[src/rtl/hbd_pkg.sv]
package hbd_pkg;
  localparam int LEGS = 2;

  typedef enum logic [1:0] {
    LEG_OFF = 2'b00,
    LEG_HI  = 2'b01,
    LEG_LO  = 2'b10
  } leg_cmd_e;
endpackage

[src/rtl/hbd_cmd_map.sv]
module hbd_cmd_map
  import hbd_pkg::*;
(
  input  logic     pwm_i,
  input  logic     dir_i,
  input  logic     drv_off_i,
  output leg_cmd_e leg0_tgt_o,
  output leg_cmd_e leg1_tgt_o
);
  // Modulated leg is picked by direction; PWM low brakes through both high sides.
  always_comb begin
    leg0_tgt_o = LEG_HI;
    leg1_tgt_o = LEG_HI;
    if (drv_off_i) begin
      leg0_tgt_o = LEG_OFF;
      leg1_tgt_o = LEG_OFF;
    end else if (pwm_i) begin
      if (dir_i) leg0_tgt_o = LEG_LO;
      else       leg1_tgt_o = LEG_LO;
    end
  end
endmodule

[src/rtl/hbd_leg.sv]
module hbd_leg
  import hbd_pkg::*;
#(
  parameter int DT_W = 8
) (
  input  logic            clk_i,
  input  logic            rst_ni,
  input  logic            kill_i,
  input  leg_cmd_e        tgt_i,
  input  logic [DT_W-1:0] dt_i,
  output logic            hi_on_o,
  output logic            lo_on_o,
  output logic            hi_arm_o,
  output logic            lo_arm_o
);
  localparam logic [DT_W-1:0] CNT_SAT = {DT_W{1'b1}};

  leg_cmd_e        state_q, tgt_q;
  logic [DT_W-1:0] cnt_q;
  logic            cnt_done;

  assign cnt_done = (cnt_q >= dt_i);

  always_ff @(posedge clk_i or negedge rst_ni) begin
    if (!rst_ni) begin
      state_q <= LEG_OFF;
      tgt_q   <= LEG_OFF;
      cnt_q   <= '0;
    end else begin
      tgt_q <= tgt_i;
      if (kill_i) begin
        state_q <= LEG_OFF;
        cnt_q   <= '0;
      end else if (state_q != LEG_OFF && tgt_i != state_q) begin
        state_q <= LEG_OFF;
        cnt_q   <= '0;
      end else if (state_q == LEG_OFF && tgt_i != LEG_OFF && cnt_done) begin
        state_q <= tgt_i;
        cnt_q   <= '0;
      end else if (state_q == LEG_OFF && tgt_i != tgt_q && !cnt_done) begin
        cnt_q <= '0;
      end else if (cnt_q != CNT_SAT) begin
        cnt_q <= cnt_q + 1'b1;
      end
    end
  end

  assign hi_on_o  = (state_q == LEG_HI);
  assign lo_on_o  = (state_q == LEG_LO);
  assign hi_arm_o = hi_on_o && cnt_done;
  assign lo_arm_o = lo_on_o && cnt_done;
endmodule

[src/rtl/hbd_top.sv]
module hbd_top
  import hbd_pkg::*;
#(
  parameter int DT_W = 8
) (
  input  logic            clk_i,
  input  logic            rst_ni,
  input  logic            pwm_i,
  input  logic            dir_i,
  input  logic            drv_off_i,
  input  logic            prot_kill_i,
  input  logic [DT_W-1:0] dt_cycles_i,
  input  logic            dt_open_i,
  output logic            hs1_on_o,
  output logic            ls1_on_o,
  output logic            hs2_on_o,
  output logic            ls2_on_o,
  output logic [3:0]      armed_o
);
  localparam logic [DT_W-1:0] DT_MAX = {DT_W{1'b1}};

  leg_cmd_e        tgt [LEGS];
  logic [LEGS-1:0] hi_on, lo_on, hi_arm, lo_arm;
  logic [DT_W-1:0] dt_eff;

  assign dt_eff = dt_open_i ? DT_MAX : dt_cycles_i;

  hbd_cmd_map u_map (
    .pwm_i      (pwm_i),
    .dir_i      (dir_i),
    .drv_off_i  (drv_off_i),
    .leg0_tgt_o (tgt[0]),
    .leg1_tgt_o (tgt[1])
  );

  for (genvar g = 0; g < LEGS; g++) begin : g_leg
    hbd_leg #(.DT_W(DT_W)) u_leg (
      .clk_i    (clk_i),
      .rst_ni   (rst_ni),
      .kill_i   (prot_kill_i),
      .tgt_i    (tgt[g]),
      .dt_i     (dt_eff),
      .hi_on_o  (hi_on[g]),
      .lo_on_o  (lo_on[g]),
      .hi_arm_o (hi_arm[g]),
      .lo_arm_o (lo_arm[g])
    );
  end

  assign hs1_on_o = hi_on[0];
  assign ls1_on_o = lo_on[0];
  assign hs2_on_o = hi_on[1];
  assign ls2_on_o = lo_on[1];
  assign armed_o  = {lo_arm[1], hi_arm[1], lo_arm[0], hi_arm[0]};
endmodule

[config.mk]
export PLATFORM = sky130hd
export DESIGN_NAME = hbd_top
export DESIGN_NICKNAME = d
export VERILOG_FILES = /design/src/rtl/hbd_pkg.sv /design/src/rtl/hbd_cmd_map.sv /design/src/rtl/hbd_leg.sv /design/src/rtl/hbd_top.sv
export SDC_FILE = /design/constraint.sdc
export NUM_CORES = 1
export LEC_CHECK = 0
export BUFFER_PORTS_ARGS = -buffer_cell sky130_fd_sc_hd__buf_4
export CAP_MARGIN = 15
export CORE_UTILIZATION = 55
export CTS_CLUSTER_SIZE = 30
export DETAILED_ROUTE_END_ITERATION = 12
export PLACE_DENSITY = 0.83
export SYNTH_ARGS = -nofsm -noshare
export SYNTH_HDL_FRONTEND = slang
export SYNTH_SLANG_ARGS = --single-unit
[constraint.sdc]
create_clock -name clk_i -period 6.6 [get_ports clk_i]
set_input_delay 0.66 -clock clk_i [delete_from_list [all_inputs] [get_ports clk_i]]
set_output_delay 0.66 -clock clk_i [all_outputs]
set_load 0.02 [all_outputs]
-- After elaboration in Yosys (flattened, before gate mapping)
Index checks and enable logic that the tools add are counted.
- register bits: 24
- latch bits: 0
- RAM bits: 0
- memory bits (read-only): 0
- bits of input ports: 15
- output and inout bits: 8
- word-level logic and storage cells: 69
- memories: 0
- $add $sub $neg: 2
- multiply operators: 0
- divide/modulo/power cells: 0
- $lt $le $gt $ge: 2
- equal/unequal tests: 10
- shift operators: 0
- mux-type cells: 23
- bitwise operators: 0
- reduce and logical (&&, ||, !) cells: 26
- operators with widths (kind ; number):
    8-bit 2-to-1 mux ; 11
    2-bit 2-to-1 mux ; 12
    8-bit by 1-bit adder with 8-bit output, second input constant ; 2
    8-bit greater-or-equal comparator ; 2
    8-bit != test, second input constant ; 2
    1-bit logical AND ; 14
    5-bit nonzero test ; 2
    2-bit != test ; 4
    2-bit nonzero test ; 4
    3-bit nonzero test ; 2
    2-bit by 1-bit equality test with 1-bit output, second input constant ; 2
    2-bit equality test, second input constant ; 2
    2-bit zero test ; 2
    1-bit zero test ; 2

-- Longest topological paths before layout
Gate-level depths: netlist (run 1).
- depth in word-level cells: 10
- gate-level depth with buffers: 9
- gate-level depth less buffers: 8

-- Modules after synthesis
From an unflattened synthesis (run 1), not the netlist that was laid out.
- cell total of the unflattened synthesis: 201
- area, all modules: 1850.5 um2
- modules (own cells, without submodules) (module ; instances ; cells each ; area an instance (um2) ; sequential area each (um2)):
    hbd_leg ; 2 ; 94 ; 883.3 ; 300.3
    hbd_top ; 1 ; 8 ; 50.0 ; 0.0
    hbd_cmd_map ; 1 ; 5 ; 33.8 ; 0.0

-- Worst setup path before layout (run 1)
OpenSTA, ideal clock, no wires.
- kind: input -> output
- start: in dt_open_i
- end: out armed_o[0]
- data arrival time: 2.688 ns
- required time: 5.940 ns
- slack: 3.252 ns
- cell stages on the path: 9
- buffers on the path: 2
- cells stage by stage: clkbuf_2 > or2_2 > ha_1 > nand2b_1 > a21o_1 > maj3_1 > a211o_1 > and2_1 > buf_4
- longest elaborated chain between the ends: 3
- ends and longest elaborated chain (item ; RTL line ; text):
    start, declared ; hbd_top.sv:13 ; input logic dt_open_i,
    8-bit 2-to-1 mux ; hbd_top.sv:26 ; assign dt_eff = dt_open_i ? DT_MAX : dt_cycles_i;
    8-bit greater-or-equal comparator ; hbd_leg.sv:22 ; assign cnt_done = (cnt_q >= dt_i);
    1-bit logical AND ; hbd_leg.sv:50 ; assign hi_arm_o = hi_on_o && cnt_done;
    end, declared ; hbd_top.sv:18 ; output logic [3:0] armed_o
Every way passes these cells.

-- Worst setup path after layout (run 1)
Same ends and word-level chain as after synthesis.

==> results of run 1 <==
[per-stage QoR]
stage	hold slack, ps	std cells	instance area, sq um
after CTS	217	248	1900
after floorplan	364	199	1700
after global placement	531	244	1860
after global routing	214	248	1900
after detailed placement	561	244	1860
final	223	248	1900
[power by group]
group / internal [mW] / switching (mW) / total (mW) / leakage, nW
registers: 0.150 / 0.00321 / 0.153 / 0.329
clock network: 0.0337 / 0.0420 / 0.0757 / 0.0210
logic: 0.0174 / 0.0215 / 0.0389 / 0.523
total: 0.201 / 0.0667 / 0.268 / 0.872
[flip-flops by register name, indices dropped and copies added (netlist names)]
signal               count
g_leg.u_leg.tgt_q        4
g_leg.u_leg.cnt_q       16
g_leg.u_leg.state_q      4
[cell usage in the layout, fill, tap and decap left out, drive strengths merged, types with 2 or more instances in the layout]
cell type and n:
a21o 2, nor3 10, buf 22, a31oi 5, ha 16, nand4 3, dfrtp 24, nor2 34
mux2i 4, nor3b 2, a211oi 4, inv 9, nand3 9, clkbuf 4, and2 3, nor4 2
maj3 2, nand2b 4, nand2 13, and3 3, a21oi 13, or2 2, o22ai 3, nor2b 5
o21ai 10
[worst paths after layout]
check,startpoint,end,cells after the start
setup / recovery,dt_open_i,armed_o[0],9
hold / removal,rst_ni,g_leg[0].u_leg.cnt_q[5],1
setup reg to reg,g_leg[1].u_leg.cnt_q[0],g_leg[1].u_leg.cnt_q[1],8
hold reg to reg,g_leg[0].u_leg.cnt_q[1],g_leg[0].u_leg.cnt_q[1],2
max in group asynchronous,rst_ni,g_leg[1].u_leg.state_q[0],1
min in group clk_i,pwm_i,g_leg[0].u_leg.tgt_q[0],2
[logic make-up (layout without fill, tap and decap cells)]
kind of cell             count (synthesis)  after routing
AND/OR/NAND/NOR                         93             93
AO/OA/AOI/OAI                           42             42
flip-flops                              24             24
adder cells (fa/ha/maj)                 18             18
buffers and inverters                   17             35
multiplexers                             4              4
XOR/XNOR                                 1              1
[metal layers]
metal	up-vias	global-route usage, %	part of all wire, %
li1	747	-	-
met1	690	28.0	44
met2	32	42.4	51
met3	2	2.68	4.2
met4	0	8.71	0.49
met5	-	0	0
[cell type report]
class	count	share of cell area (%)
Sequential cell	24	31.7
Multi-Input combinational cell	158	53.9
Tap cell	31	2.05
Inverter	9	1.78
Timing Repair Buffer	22	8.71
Clock buffer	4	1.91
[cell usage after synthesis, types with 2 or more instances]
cell      instances
nor3_2            3
dfrtp_1          24
and2_1            3
nand2b_1          4
a211oi_1          2
a31oi_1           5
mux2i_1           2
nor3_1            7
nand2_1          13
o22ai_1           3
o21ai_0          10
clkbuf_1          3
or2_2             2
nor4_1            2
nor3b_1           2
nand4_1           3
nor2_1           34
a21oi_1          13
and3_1            3
a21o_1            2
inv_1             9
buf_4             4
nand3_1           9
nor2b_1           5
ha_1             16
==> out/results.txt, run 1 <==
simple-gate share of the synthesized area - 27.4%
I/O pin count - 23
status - finished with violations
vias in the first global route - 1,440
row count - 19
Static Leak - 0.872 nW
Final Net Count - 249
Worst Setup Slack, final - 3140 ps
CP dominant cell by count - buf_4
Final TNS setup - 0 ps
area of the mapped netlist - 1700 sq um
worst path buffer plus inverter count - 2
highest-delay cell along the critical path - a211o_1
failing checks - design-rule violations
Final ANT Viol Nets - 0
post-CTS resize count - 0
max cap viols - 0
crit path max fanout - 8
synthesized instance count - 199
Synth Area in Compound Gates - 15.8%
Crit path required time - 5940 ps
PortBufs - 22
total power - 0.268 mW
die area - 3320 sq um
Max Root-Sink Buffers - 2
global-route wire length before repair - 5.98 mm
initial drt markers - 59
Vias - 1,471
# fillers - 236
final setup fails - 0
Top FF cell, synth - dfrtp_1
final hold viol count - 0
Post-Route Utilization - 66.4%
DR DRC count - 2
core area - 2850 sq um
CTS tree - yes
routed length per instance - 14.0 microns
clock period minus worst slack - 3460 ps
PwrDens - 141 nW/um^2
1st-pass router iterations - 8
Final Wtd Congestion - 0.826
Synth Area in Adders - 13.0%
CP arrival - 2800 ps
XOR/XNOR Fraction of Synth Area - 0.515%
hpwl dp - 2.72 mm
layout cell share with drive strength beyond 1 - 16.6%
critical path launch point type - primary input
die width - 57.6 microns
root buffer cell - clkbuf_4
CP delay by family, top - simple AND/OR/NAND/NOR gates
antenna cells - 0
Crit. End Element - primary output
Sink Count - 24
asr flop ratio synth - 100%
Synth Register Bits - 24
top post-synthesis cells by area - dfrtp_1 (35%), ha_1 (12%), nor2_1 (7.5%), a21oi_1 (3.8%), o21ai_0 (2.9%)
Crit path largest cell delay - 410 ps
area occupied by multi-input gates - 1020 sq um
Syn-to-layout area delta - 11.4%
slew margin rel. - 63.5%
fin crit share - 52.4%
synthesized area per cell - 8.55 sq um
pre-CTS WS - 3150 ps
crit path cell chain - buf_4, or2_2, ha_1, nand2b_1, a21o_1, maj3_1, a211o_1, and2_1, buf_4
Yosys cell types - 41
CTS buffer count - 3
Clock Latency Late Sink - 310 ps
worst slew pin tran - 537 ps
r2r setup slk - 3980 ps
GR Overflow Total - 0
Max IR drop VDD - 0.118 mV
initial antenna violation count - 0
routed wire length - 3.47 mm
largest family of logic cells by synthesized area - simple AND/OR/NAND/NOR gates
share of the synthesized area in the top cell type - 35.3%
Yosys warnings - 0
Vias/cell - 5.93
Synth area leader - dfrtp_1
Storage cell area - 601 sq um
Clock H-tree levels - 1
gr usage total - 23.2%
Worst Skew - 1.63 ps
Final Max Slew Viols - 0
largest net degree at the start of global routing - 25
# Post-CTS Setup Buffers - 0
register area share after synthesis - 35.3%
Max Freq - 289 MHz
EDFF count, synth - 0
Synth Net Count - 230
post-synthesis mux area share - 3.31%
RSZ-0062 raised after global routing - no
CTS clock-pin slew for the worst setup and hold paths - 120 ps
Die Span Y - 57.6 microns
worst hold path type - primary input to async pin
Initial Util - 59.6%
Crit Path Class - primary input to primary output
hold-fix buffers at CTS - 0
(Power assumes the default switching activity.)
==> inputs of run 2 (changes only) <==
==> constraint.sdc (replaced) <==
create_clock -name clk_i -period 3.2 [get_ports clk_i]
set_input_delay 0.32 -clock clk_i [delete_from_list [all_inputs] [get_ports clk_i]]
set_output_delay 0.32 -clock clk_i [all_outputs]
set_load 0.02 [all_outputs]
==> out/results.txt, run 2 (synthesized netlist as in run 1, its figures left out) <==
Worst Setup Slack, final - 392 ps
CTS clock-pin slew for the worst setup and hold paths - 140 ps
1st-pass router iterations - 8
DR DRC count - 2
Final ANT Viol Nets - 0
highest-delay cell along the critical path - a211o_1
I/O pin count - 23
vias in the first global route - 1,408
slew margin rel. - 62.2%
Die Span Y - 57.6 microns
post-CTS resize count - 0
max FFs per register - 16
Crit. End Element - primary output
final setup fails - 0
crit path max fanout - 5
combinational power share - 14.4%
RSZ-0062 raised after global routing - no
CP arrival - 2490 ps
Max IR drop VDD - 0.220 mV
PortBufs - 22
total power - 0.561 mW
worst hold path type - primary input to flop
worst slew pin tran - 556 ps
placed insts - 244
Max Root-Sink Buffers - 2
gr usage total - 23.9%
Top reg by flops - g_leg.u_leg.cnt_q
pre-CTS WS - 298 ps
Final Net Count - 250
status - finished with violations
row count - 19
Vias - 1,449
final non-filler cell total - 249
global-route wire length before repair - 6.02 mm
net switching power - 0.145 mW
Initial Util - 59.6%
CP delay by family, top - adder cells
largest net degree at the start of global routing - 25
routed length per instance - 14.3 microns
die width - 57.6 microns
CTS buffer count - 3
Final Max Slew Viols - 0
worst path buffer plus inverter count - 2
PwrDens - 295 nW/um^2
fin crit share - 87.8%
max cap viols - 0
largest registers - g_leg.u_leg.cnt_q (16), g_leg.u_leg.state_q (4), g_leg.u_leg.tgt_q (4)
internal power - 0.416 mW
Crit path largest cell delay - 400 ps
Sink Count - 24
GR Overflow Total - 0
routed wire length - 3.56 mm
antenna cells - 0
Final Wtd Congestion - 0.913
initial drt markers - 110
Cell Area, Placed - 1860 sq um
register share of total power - 56.3%
initial antenna violation count - 0
most common cell after layout, fill and taps aside - nor2_1
# fillers - 243
most frequent cells in the layout - nor2_1 (34), dfrtp_1 (24), buf_4 (22)
Static Leak - 0.876 nW
post-layout instance area - 1910 sq um
Final TNS setup - 0 ps
Vias/cell - 5.82
die area - 3320 sq um
Crit Path Class - flop to primary output
Clock Latency Late Sink - 330 ps
failing checks - design-rule violations
crit path cell chain - inv_1, ha_1, nand2b_1, a21o_1, maj3_1, a211o_1, and2_1, buf_4
layout cell share with drive strength beyond 1 - 16.5%
hpwl dp - 2.73 mm
Clock H-tree levels - 1
Max Freq - 356 MHz
root buffer cell - clkbuf_4
core area - 2850 sq um
CTS tree - yes
Syn-to-layout area delta - 12.0%
clock period minus worst slack - 2810 ps
switching fraction of total power - 25.9%
Crit path required time - 2880 ps
Clock power frac - 29.2%
Worst Skew - 12.8 ps
final hold viol count - 0
critical path launch point type - flop
## run 2: changes by cell type in the layout (fill, tap and decap cells not counted)
| cell | previous run | this run |
|---|---|---|
| dlygate4sd3_1 | 0 | 1 |
## run 2: layer usage
metal  track usage (%)  share of wire (%)  up-vias
met2              39.9                 49       28
met4              12.2                1.6        0
met5                 0                  0        -
li1                  -                  -      751
met3              3.35                3.4        4
met1              30.2                 46      666
## run 2: layout make-up
class / count / area (sq um) / area share (%)
Inverter: 9 / 33.8 / 1.77
Tap cell: 31 / 38.8 / 2.04
Sequential cell: 24 / 601 / 31.5
Multi-Input combinational cell: 158 / 1020 / 53.6
Clock buffer: 4 / 36.3 / 1.90
Timing Repair Buffer: 23 / 175 / 9.19
## run 2: path summary, 6_finish.rpt
check / from / endpoint / slack [ps] / cells after the start
max: g_leg[0].u_leg.cnt_q[0] / armed_o[0] / 390 / 8
min: drv_off_i / g_leg[1].u_leg.tgt_q[1] / 200 / 2
max reg2reg: g_leg[1].u_leg.cnt_q[0] / g_leg[1].u_leg.cnt_q[4] / 540 / 8
min reg2reg: g_leg[0].u_leg.cnt_q[1] / g_leg[0].u_leg.cnt_q[1] / 580 / 2
max in group asynchronous: rst_ni / g_leg[0].u_leg.cnt_q[1] / 2540 / 2
min in group asynchronous: rst_ni / g_leg[1].u_leg.cnt_q[7] / 410 / 2
## run 2: what timing repair did
item,CTS,global route
buffers inserted,0,0
endpoints found under the hold margin,24,0
endpoints found under the setup margin,0,0
hold buffers,1,0
## run 2: power groups by stage
stage | Clock (mW) | Sequential (mW) | Combinational, mW
2_1_floorplan | 0 | 0.320 | 0.0492
3_3_place_gp | 0 | 0.321 | 0.0767
3_5_place_dp | 0 | 0.322 | 0.0805
4_1_cts | 0.168 | 0.316 | 0.0819
5_1_grt | 0.180 | 0.317 | 0.0929
6_report | 0.164 | 0.316 | 0.0810
## run 2: metrics by stage
stage                     util (%)  hold slack [ps]
after detailed placement      65.2              240
final                         66.8              196
after floorplan                  -             24.4
after global placement        65.2              234
after CTS                     66.8              178
after global routing          66.8              182
